==> src/rtl/ds_pkg.sv <==
package ds_pkg;
  localparam int GRP_BITS = 5;

  localparam logic [4:0] CODE_J = 5'b11000;
  localparam logic [4:0] CODE_K = 5'b10001;
  localparam logic [4:0] CODE_T = 5'b01101;
  localparam logic [4:0] CODE_I = 5'b11111;

  typedef enum logic [1:0] {
    KIND_DATA  = 2'd0,
    KIND_START = 2'd1,
    KIND_END   = 2'd2,
    KIND_IDLE  = 2'd3
  } symKind_t;

  // control -> datapath strobes
  typedef struct packed {
    logic loadKey;
    logic aligned;
  } dpCtrl_t;

  // datapath -> control events
  typedef struct packed {
    logic       jkSeen;
    logic       grpDone;
    logic [4:0] code;
  } dpEvt_t;

  // returns {ok, nibble}
  function automatic logic [4:0] dec5b(input logic [4:0] c);
    case (c)
      5'b11110: return {1'b1, 4'h0};
      5'b01001: return {1'b1, 4'h1};
      5'b10100: return {1'b1, 4'h2};
      5'b10101: return {1'b1, 4'h3};
      5'b01010: return {1'b1, 4'h4};
      5'b01011: return {1'b1, 4'h5};
      5'b01110: return {1'b1, 4'h6};
      5'b01111: return {1'b1, 4'h7};
      5'b10010: return {1'b1, 4'h8};
      5'b10011: return {1'b1, 4'h9};
      5'b10110: return {1'b1, 4'hA};
      5'b10111: return {1'b1, 4'hB};
      5'b11010: return {1'b1, 4'hC};
      5'b11011: return {1'b1, 4'hD};
      5'b11100: return {1'b1, 4'hE};
      5'b11101: return {1'b1, 4'hF};
      default:  return 5'b0;
    endcase
  endfunction
endpackage

==> src/rtl/ds_datapath.sv <==
module ds_datapath
  import ds_pkg::*;
#(
  parameter int LFSR_LEN = 11,
  parameter int LFSR_TAP = 9,
  parameter int MAX_BITS = 2,
  parameter int CNT_W    = $clog2(MAX_BITS + 1)
) (
  input  logic                clk,
  input  logic                rstN,
  input  logic [MAX_BITS-1:0] bitsIn,
  input  logic [CNT_W-1:0]    bitCount,
  input  dpCtrl_t             ctrl,
  output dpEvt_t              evt
);
  localparam int WIN = 2 * GRP_BITS;
  localparam int PW  = $clog2(GRP_BITS);

  logic [LFSR_LEN-1:0] lfsrQ, lfsrN;
  logic [WIN-1:0]      winQ, winN;
  logic [PW-1:0]       phaseQ, phaseN;

  // process up to MAX_BITS line bits in order within one cycle
  always_comb begin
    logic key;
    logic plain;
    logic al;
    lfsrN  = lfsrQ;
    winN   = winQ;
    phaseN = phaseQ;
    al     = ctrl.aligned;
    evt    = '0;
    key    = 1'b0;
    plain  = 1'b0;
    for (int i = 0; i < MAX_BITS; i++) begin
      if (i < int'(bitCount)) begin
        key = lfsrN[LFSR_LEN-1] ^ lfsrN[LFSR_TAP-1];
        if (ctrl.loadKey) begin
          lfsrN = {lfsrN[LFSR_LEN-2:0], ~bitsIn[i]};
        end else begin
          plain = bitsIn[i] ^ key;
          lfsrN = {lfsrN[LFSR_LEN-2:0], key};
          winN  = {winN[WIN-2:0], plain};
          if (!al) begin
            if (winN == {CODE_J, CODE_K}) begin
              al         = 1'b1;
              phaseN     = '0;
              evt.jkSeen = 1'b1;
            end
          end else if (phaseN == PW'(GRP_BITS - 1)) begin
            phaseN      = '0;
            evt.grpDone = 1'b1;
            evt.code    = winN[GRP_BITS-1:0];
            if (winN[GRP_BITS-1:0] == CODE_T) al = 1'b0;
          end else begin
            phaseN = phaseN + 1'b1;
          end
        end
      end
    end
  end

  always_ff @(posedge clk) begin
    if (!rstN) begin
      lfsrQ  <= '0;
      winQ   <= '1;
      phaseQ <= '0;
    end else begin
      lfsrQ  <= lfsrN;
      winQ   <= winN;
      phaseQ <= phaseN;
    end
  end

  assert_count_legal_R1: assert property (@(posedge clk) disable iff (!rstN)
    int'(bitCount) <= MAX_BITS);

  assert_jk_unaligned_R4: assert property (@(posedge clk) disable iff (!rstN)
    evt.jkSeen |-> !ctrl.aligned);
endmodule

==> src/rtl/ds_control.sv <==
module ds_control
  import ds_pkg::*;
#(
  parameter int LOCK_BITS  = 11,
  parameter int IDLE_LIMIT = 4,
  parameter int CNT_W      = 2
) (
  input  logic             clk,
  input  logic             rstN,
  input  logic [CNT_W-1:0] bitCount,
  input  dpEvt_t           evt,
  output dpCtrl_t          ctrl,
  output logic [3:0]       nibble,
  output logic             nibValid,
  output logic [1:0]       nibKind,
  output logic             nibErr
);
  localparam int LCW = $clog2(LOCK_BITS + 4);
  localparam int ICW = $clog2(IDLE_LIMIT + 1);

  logic           locked;
  logic           aligned;
  logic [LCW-1:0] lockCnt, lockSum;
  logic [ICW-1:0] idleRun;
  logic [4:0]     decoded;
  symKind_t       kindN;
  logic [3:0]     nibN;
  logic           errN;

  assign ctrl.loadKey = !locked;
  assign ctrl.aligned = aligned;
  assign lockSum      = lockCnt + LCW'(bitCount);
  assign decoded      = dec5b(evt.code);

  always_comb begin
    kindN = KIND_DATA;
    nibN  = 4'h0;
    errN  = 1'b0;
    if (evt.jkSeen) begin
      kindN = KIND_START;
    end else if (evt.code == CODE_I) begin
      kindN = KIND_IDLE;
    end else if (evt.code == CODE_T) begin
      kindN = KIND_END;
    end else if (decoded[4]) begin
      nibN = decoded[3:0];
    end else begin
      errN = 1'b1;
    end
  end

  always_ff @(posedge clk) begin
    if (!rstN) begin
      locked   <= 1'b0;
      lockCnt  <= '0;
      aligned  <= 1'b0;
      idleRun  <= '0;
      nibValid <= 1'b0;
      nibKind  <= KIND_DATA;
      nibble   <= 4'h0;
      nibErr   <= 1'b0;
    end else begin
      if (!locked) begin
        lockCnt <= lockSum;
        if (int'(lockSum) >= LOCK_BITS) locked <= 1'b1;
      end
      if (evt.jkSeen) begin
        aligned <= 1'b1;
        idleRun <= '0;
      end else if (evt.grpDone) begin
        if (evt.code == CODE_T) begin
          aligned <= 1'b0;
          idleRun <= '0;
        end else if (evt.code == CODE_I) begin
          if (int'(idleRun) == IDLE_LIMIT - 1) begin
            aligned <= 1'b0;
            idleRun <= '0;
          end else begin
            idleRun <= idleRun + 1'b1;
          end
        end else begin
          idleRun <= '0;
        end
      end
      nibValid <= evt.jkSeen | evt.grpDone;
      nibKind  <= kindN;
      nibble   <= nibN;
      nibErr   <= errN;
    end
  end

  assert_out_needs_lock_R2: assert property (@(posedge clk) disable iff (!rstN)
    nibValid |-> $past(locked));

  assert_start_from_search_R4: assert property (@(posedge clk) disable iff (!rstN)
    (nibValid && nibKind == KIND_START) |-> !$past(aligned));

  assert_end_drops_R6: assert property (@(posedge clk) disable iff (!rstN)
    (nibValid && nibKind == KIND_END) |-> !aligned);

  assert_idle_bounded_R7: assert property (@(posedge clk) disable iff (!rstN)
    int'(idleRun) < IDLE_LIMIT);
endmodule

==> src/rtl/ds_rx_align.sv <==
module ds_rx_align
  import ds_pkg::*;
#(
  parameter int LFSR_LEN   = 11,
  parameter int LFSR_TAP   = 9,
  parameter int LOCK_BITS  = 11,
  parameter int IDLE_LIMIT = 4,
  parameter int MAX_BITS   = 2
) (
  input  logic                             clk,
  input  logic                             rstN,
  input  logic [MAX_BITS-1:0]              bitsIn,
  input  logic [$clog2(MAX_BITS+1)-1:0]    bitCount,
  output logic [3:0]                       nibble,
  output logic                             nibValid,
  output logic [1:0]                       nibKind,
  output logic                             nibErr
);
  localparam int CNT_W = $clog2(MAX_BITS + 1);

  dpCtrl_t ctrl;
  dpEvt_t  evt;

  ds_datapath #(
    .LFSR_LEN(LFSR_LEN), .LFSR_TAP(LFSR_TAP), .MAX_BITS(MAX_BITS), .CNT_W(CNT_W)
  ) u_dp (
    .clk(clk), .rstN(rstN), .bitsIn(bitsIn), .bitCount(bitCount),
    .ctrl(ctrl), .evt(evt)
  );

  ds_control #(
    .LOCK_BITS(LOCK_BITS), .IDLE_LIMIT(IDLE_LIMIT), .CNT_W(CNT_W)
  ) u_ctl (
    .clk(clk), .rstN(rstN), .bitCount(bitCount), .evt(evt), .ctrl(ctrl),
    .nibble(nibble), .nibValid(nibValid), .nibKind(nibKind), .nibErr(nibErr)
  );
endmodule

==> config.mk <==
export PLATFORM = sky130hd
export DESIGN_NAME = ds_rx_align
export DESIGN_NICKNAME = d
export VERILOG_FILES = /design/src/rtl/ds_pkg.sv /design/src/rtl/ds_datapath.sv /design/src/rtl/ds_control.sv /design/src/rtl/ds_rx_align.sv
export SDC_FILE = /design/constraint.sdc
export NUM_CORES = 1
export LEC_CHECK = 0
export BUFFER_PORTS_ARGS = -buffer_cell sky130_fd_sc_hd__buf_4
export CORE_UTILIZATION = 56
export DETAILED_ROUTE_END_ITERATION = 10
export GPL_TIMING_DRIVEN = 1
export HOLD_SLACK_MARGIN = 0.12
export MAX_ROUTING_LAYER = met4
export PLACE_DENSITY = 0.74
export SLEW_MARGIN = 20
export SYNTH_ARGS = -nofsm -noshare
export SYNTH_HDL_FRONTEND = slang
export SYNTH_SLANG_ARGS = --single-unit
==> constraint.sdc <==
create_clock -name clk -period 4.61 [get_ports clk]
set_clock_uncertainty 0.1 [all_clocks]
set_input_delay 0.6915 -clock clk [delete_from_list [all_inputs] [get_ports clk]]
set_output_delay 0.6915 -clock clk [all_outputs]
set_load 0.05 [all_outputs]
==> key figures <==
Detailed routing
  – ANT nets after route: 0
  – DR vias: 2,080
  – Drt pass-1 iters: 4
  – DRC viols: 0
  – DR vias/cell: 5.93
  – DRT Wirelength: 4.82 mm
  – Initial DRC count: 68
  – WL per Instance: 13.7 um

Placed design
  – Placed cell count: 343
  – Final HPWL DP: 3.42 mm
  – Gpl congestion: 0.831
  – DP Area: 2600 um2
  – Port Buffers: 13

Die
  – Die Area: 4670 um2
  – Core area: 4120 um2
  – FP Rows: 23
  – Ports: 14
  – Starting Density: 0.599
  – Die Wd: 68.3 um
  – Overall die height: 68.3 um

Cells and area
  – Number of diodes: 0
  – Post-route insts no fill: 351
  – Final std cell area, no fill: 2690 um2
  – Syn-to-layout area delta: 9.34%
  – Nets@finish: 316
  – Layout cell share with drive strength beyond 1: 0.156

Clocking
  – Gates resized, CTS repair: 0
  – Cts hold-fix bufs: 0
  – Root buffer cell: clkbuf_8
  – Post-CTS setup buffer count: 0
  – CTS Sinks: 40
  – Num CTS Buffers: 5
  – Clk slew on worst S/H paths: 0.07 ns
  – Htree depth: 2
  – Clk_lat worst skew: 0.29 ns
  – Clk buf depth: 2
  – TritonCTS clock tree: yes

Run status
  – Outcome: completed

Global route
  – First-pass GRT wire length: 8.31 mm
  – GRT Util Overall: 0.243
  – Number of global-route vias before repair: 1,900
  – Initial antenna violation count: 0
  – Largest net degree at the start of global routing: 32
  – Grt ovf: 0

Timing
  – Final slew viol count: 0
  – Fmax: 0.246 GHz
  – RSZ-0062 raised after global routing: false
  – Fin crit share: 0.883
  – Fin crit period: 4.07 ns
  – Final setup fails: 0
  – Worst Max-Slew Pin Slew: 0.618 ns
  – Setup TNS: 0 ns
  – Final hold vios: 0
  – Slew margin rel.: 0.585

Critical path
  – CP Max Fanout: 8
  – WP data required: 4.70 ns
  – WS Path Type: flip-flop to flip-flop
  – Worst-path cell chain: or4b_1, nor4_4, o21ai_0, a32o_1, inv_1, ha_1, nand2_1, o32ai_2, a31o_2, inv_2, ha_1, nor2_1, nor2_1, or4_4, a2111oi_2
  – Critical path launch point type: flip-flop
  – Crit path largest cell delay: 0.59 ns
  – Critical-path top delay cell: or4b_1
  – CP Capture Type: flip-flop
  – Critical path arrival: 4.16 ns

Synthesis
  – Sequential-to-total area share from yosys stat: 0.325
  – Number of synthesized flops with an enable pin: 0
  – Synth top area share: 0.325
  – Ys async rst share: 0
  – Synthesis Warnings: 0
  – Top cells by area, synth: dfxtp_1, nand2_1, mux2i_1
  – Main flop type after synthesis: dfxtp_1
  – Synthesized cell area: 2460 um2
  – Yosys cell types: 60
  – Syn Inst Count: 290
  – Synth Area per Inst: 8.50 um2
  – Synth Register Bits: 40
  – Synthesized net count: 306
  – Post-synth top area cell: dfxtp_1

Run
  – Max Cap Violations: 0

Worst hold path
  – Hold Path Class: flip-flop to flip-flop

Pwr
  – Total power: 0.744 mW
  – Peak VDD IR: 0.220 mV
  – Pwr Density: 276 nW/um2
  – Leakage: 1.18 nW
-- final cells by class --
| type | count | area, um2 |
|---|---|---|
| inverters | 10 | 37.5 |
| fillers | 350 | 1420 |
| multi-input cells | 222 | 1540 |
| flip-flops and latches | 40 | 801 |
| clock buffers | 7 | 86.3 |
| repair buffers | 21 | 158 |
| clock inverters | 1 | 7.51 |
| well taps | 50 | 62.6 |
-- path summary, 6_finish.rpt --
kind | from | endpoint | slack, ns | depth (start not counted)
max | u_dp.winQ[0] | u_ctl.nibble[0] | 0.54 | 15
min | u_ctl.idleRun[2] | u_ctl.idleRun[2] | 0.37 | 1
max reg2reg | u_dp.winQ[0] | u_ctl.nibble[0] | 0.54 | 15
min reg2reg | u_ctl.idleRun[2] | u_ctl.idleRun[2] | 0.37 | 1
-- stage by stage --
step,worst slack (ns),util,hold slack (ns)
after floorplan,0.581,-,0.341
after global placement,0.425,0.632,0.363
after detailed placement,0.362,0.632,0.362
after CTS,0.557,0.655,0.373
after global routing,0.194,0.655,0.395
final,0.541,0.655,0.370
-- registers in the layout, indices dropped and copies added, names as in the netlist, 2 cells and up --
name / count
u_ctl.nibKind: 2
u_dp.winQ: 9
u_ctl.lockCnt: 4
u_ctl.nibble: 4
u_ctl.idleRun: 3
u_dp.lfsrQ: 11
u_dp.phaseQ: 3
-- power breakdown --
part / internal, mW / switching, mW / total, mW / leakage [nW]
Clock: 0.122 / 0.121 / 0.242 / 0.0445
Sequential: 0.366 / 0.0211 / 0.387 / 0.327
Combinational: 0.0531 / 0.0613 / 0.114 / 0.813
-- cell usage after synthesis, types with 2 or more instances --
cell	instances
o21a_1	2
o221ai_1	2
nor3b_1	2
dfxtp_1	40
inv_1	9
o211a_1	10
a21oi_1	10
nor2b_1	6
xnor2_1	6
a32oi_1	3
and2_1	6
a31oi_1	2
a2111oi_2	2
buf_2	4
a211oi_1	3
ha_1	9
nor3_1	5
nand2_1	43
mux2i_1	15
a22oi_1	3
a21o_1	2
nor2_1	26
o21ai_0	19
a32o_1	3
clkbuf_1	11
nand3_1	8
a31o_2	3
nand2b_1	4
-- worst max-delay path, delay by kind of cell, from the launching register on --
kind                       cells  cell delay [ns]
DFF                            1             0.39
and+or+nand+nor                6             1.56
adders and majority gates      2             0.41
buffers and inverters          2             0.16
AOI/OAI and AO/OA              5             1.33
-- cells in the final DEF, fill, tap and decap left out, drive strengths merged, types with 6 or more instances in the layout --
master | synthesis | final
a21oi | 11 | 11
and2 | 6 | 6
buf | 7 | 21
clkbuf | 11 | 7
dfxtp | 40 | 40
ha | 9 | 9
inv | 10 | 10
mux2i | 15 | 15
nand2 | 44 | 44
nand3 | 8 | 8
nor2 | 26 | 26
nor2b | 6 | 6
nor3 | 6 | 6
o211a | 10 | 10
o21ai | 20 | 20
xnor2 | 6 | 6
-- per-layer routing --
metal | share of wire | vias up | GRT usage
li1 | - | 1061 | -
met1 | 0.49 | 977 | 0.301
met2 | 0.47 | 37 | 0.396
met3 | 0.036 | 5 | 0.0567
met4 | 0.0083 | 0 | 0.0573
met5 | 0 | - | -
-- logic make-up (layout without fill, tap and decap cells) --
logic type,count (synthesis),in the layout,share of synthesized area
compound gates,74,74,0.238
flops,40,40,0.325
buf+inv,28,39,0.0493
fa+ha+maj,10,10,0.0538
xor+xnor,8,8,0.0345
simple gates,114,114,0.234
mux,16,16,0.0655
Power figures use the tool's default switching activity.
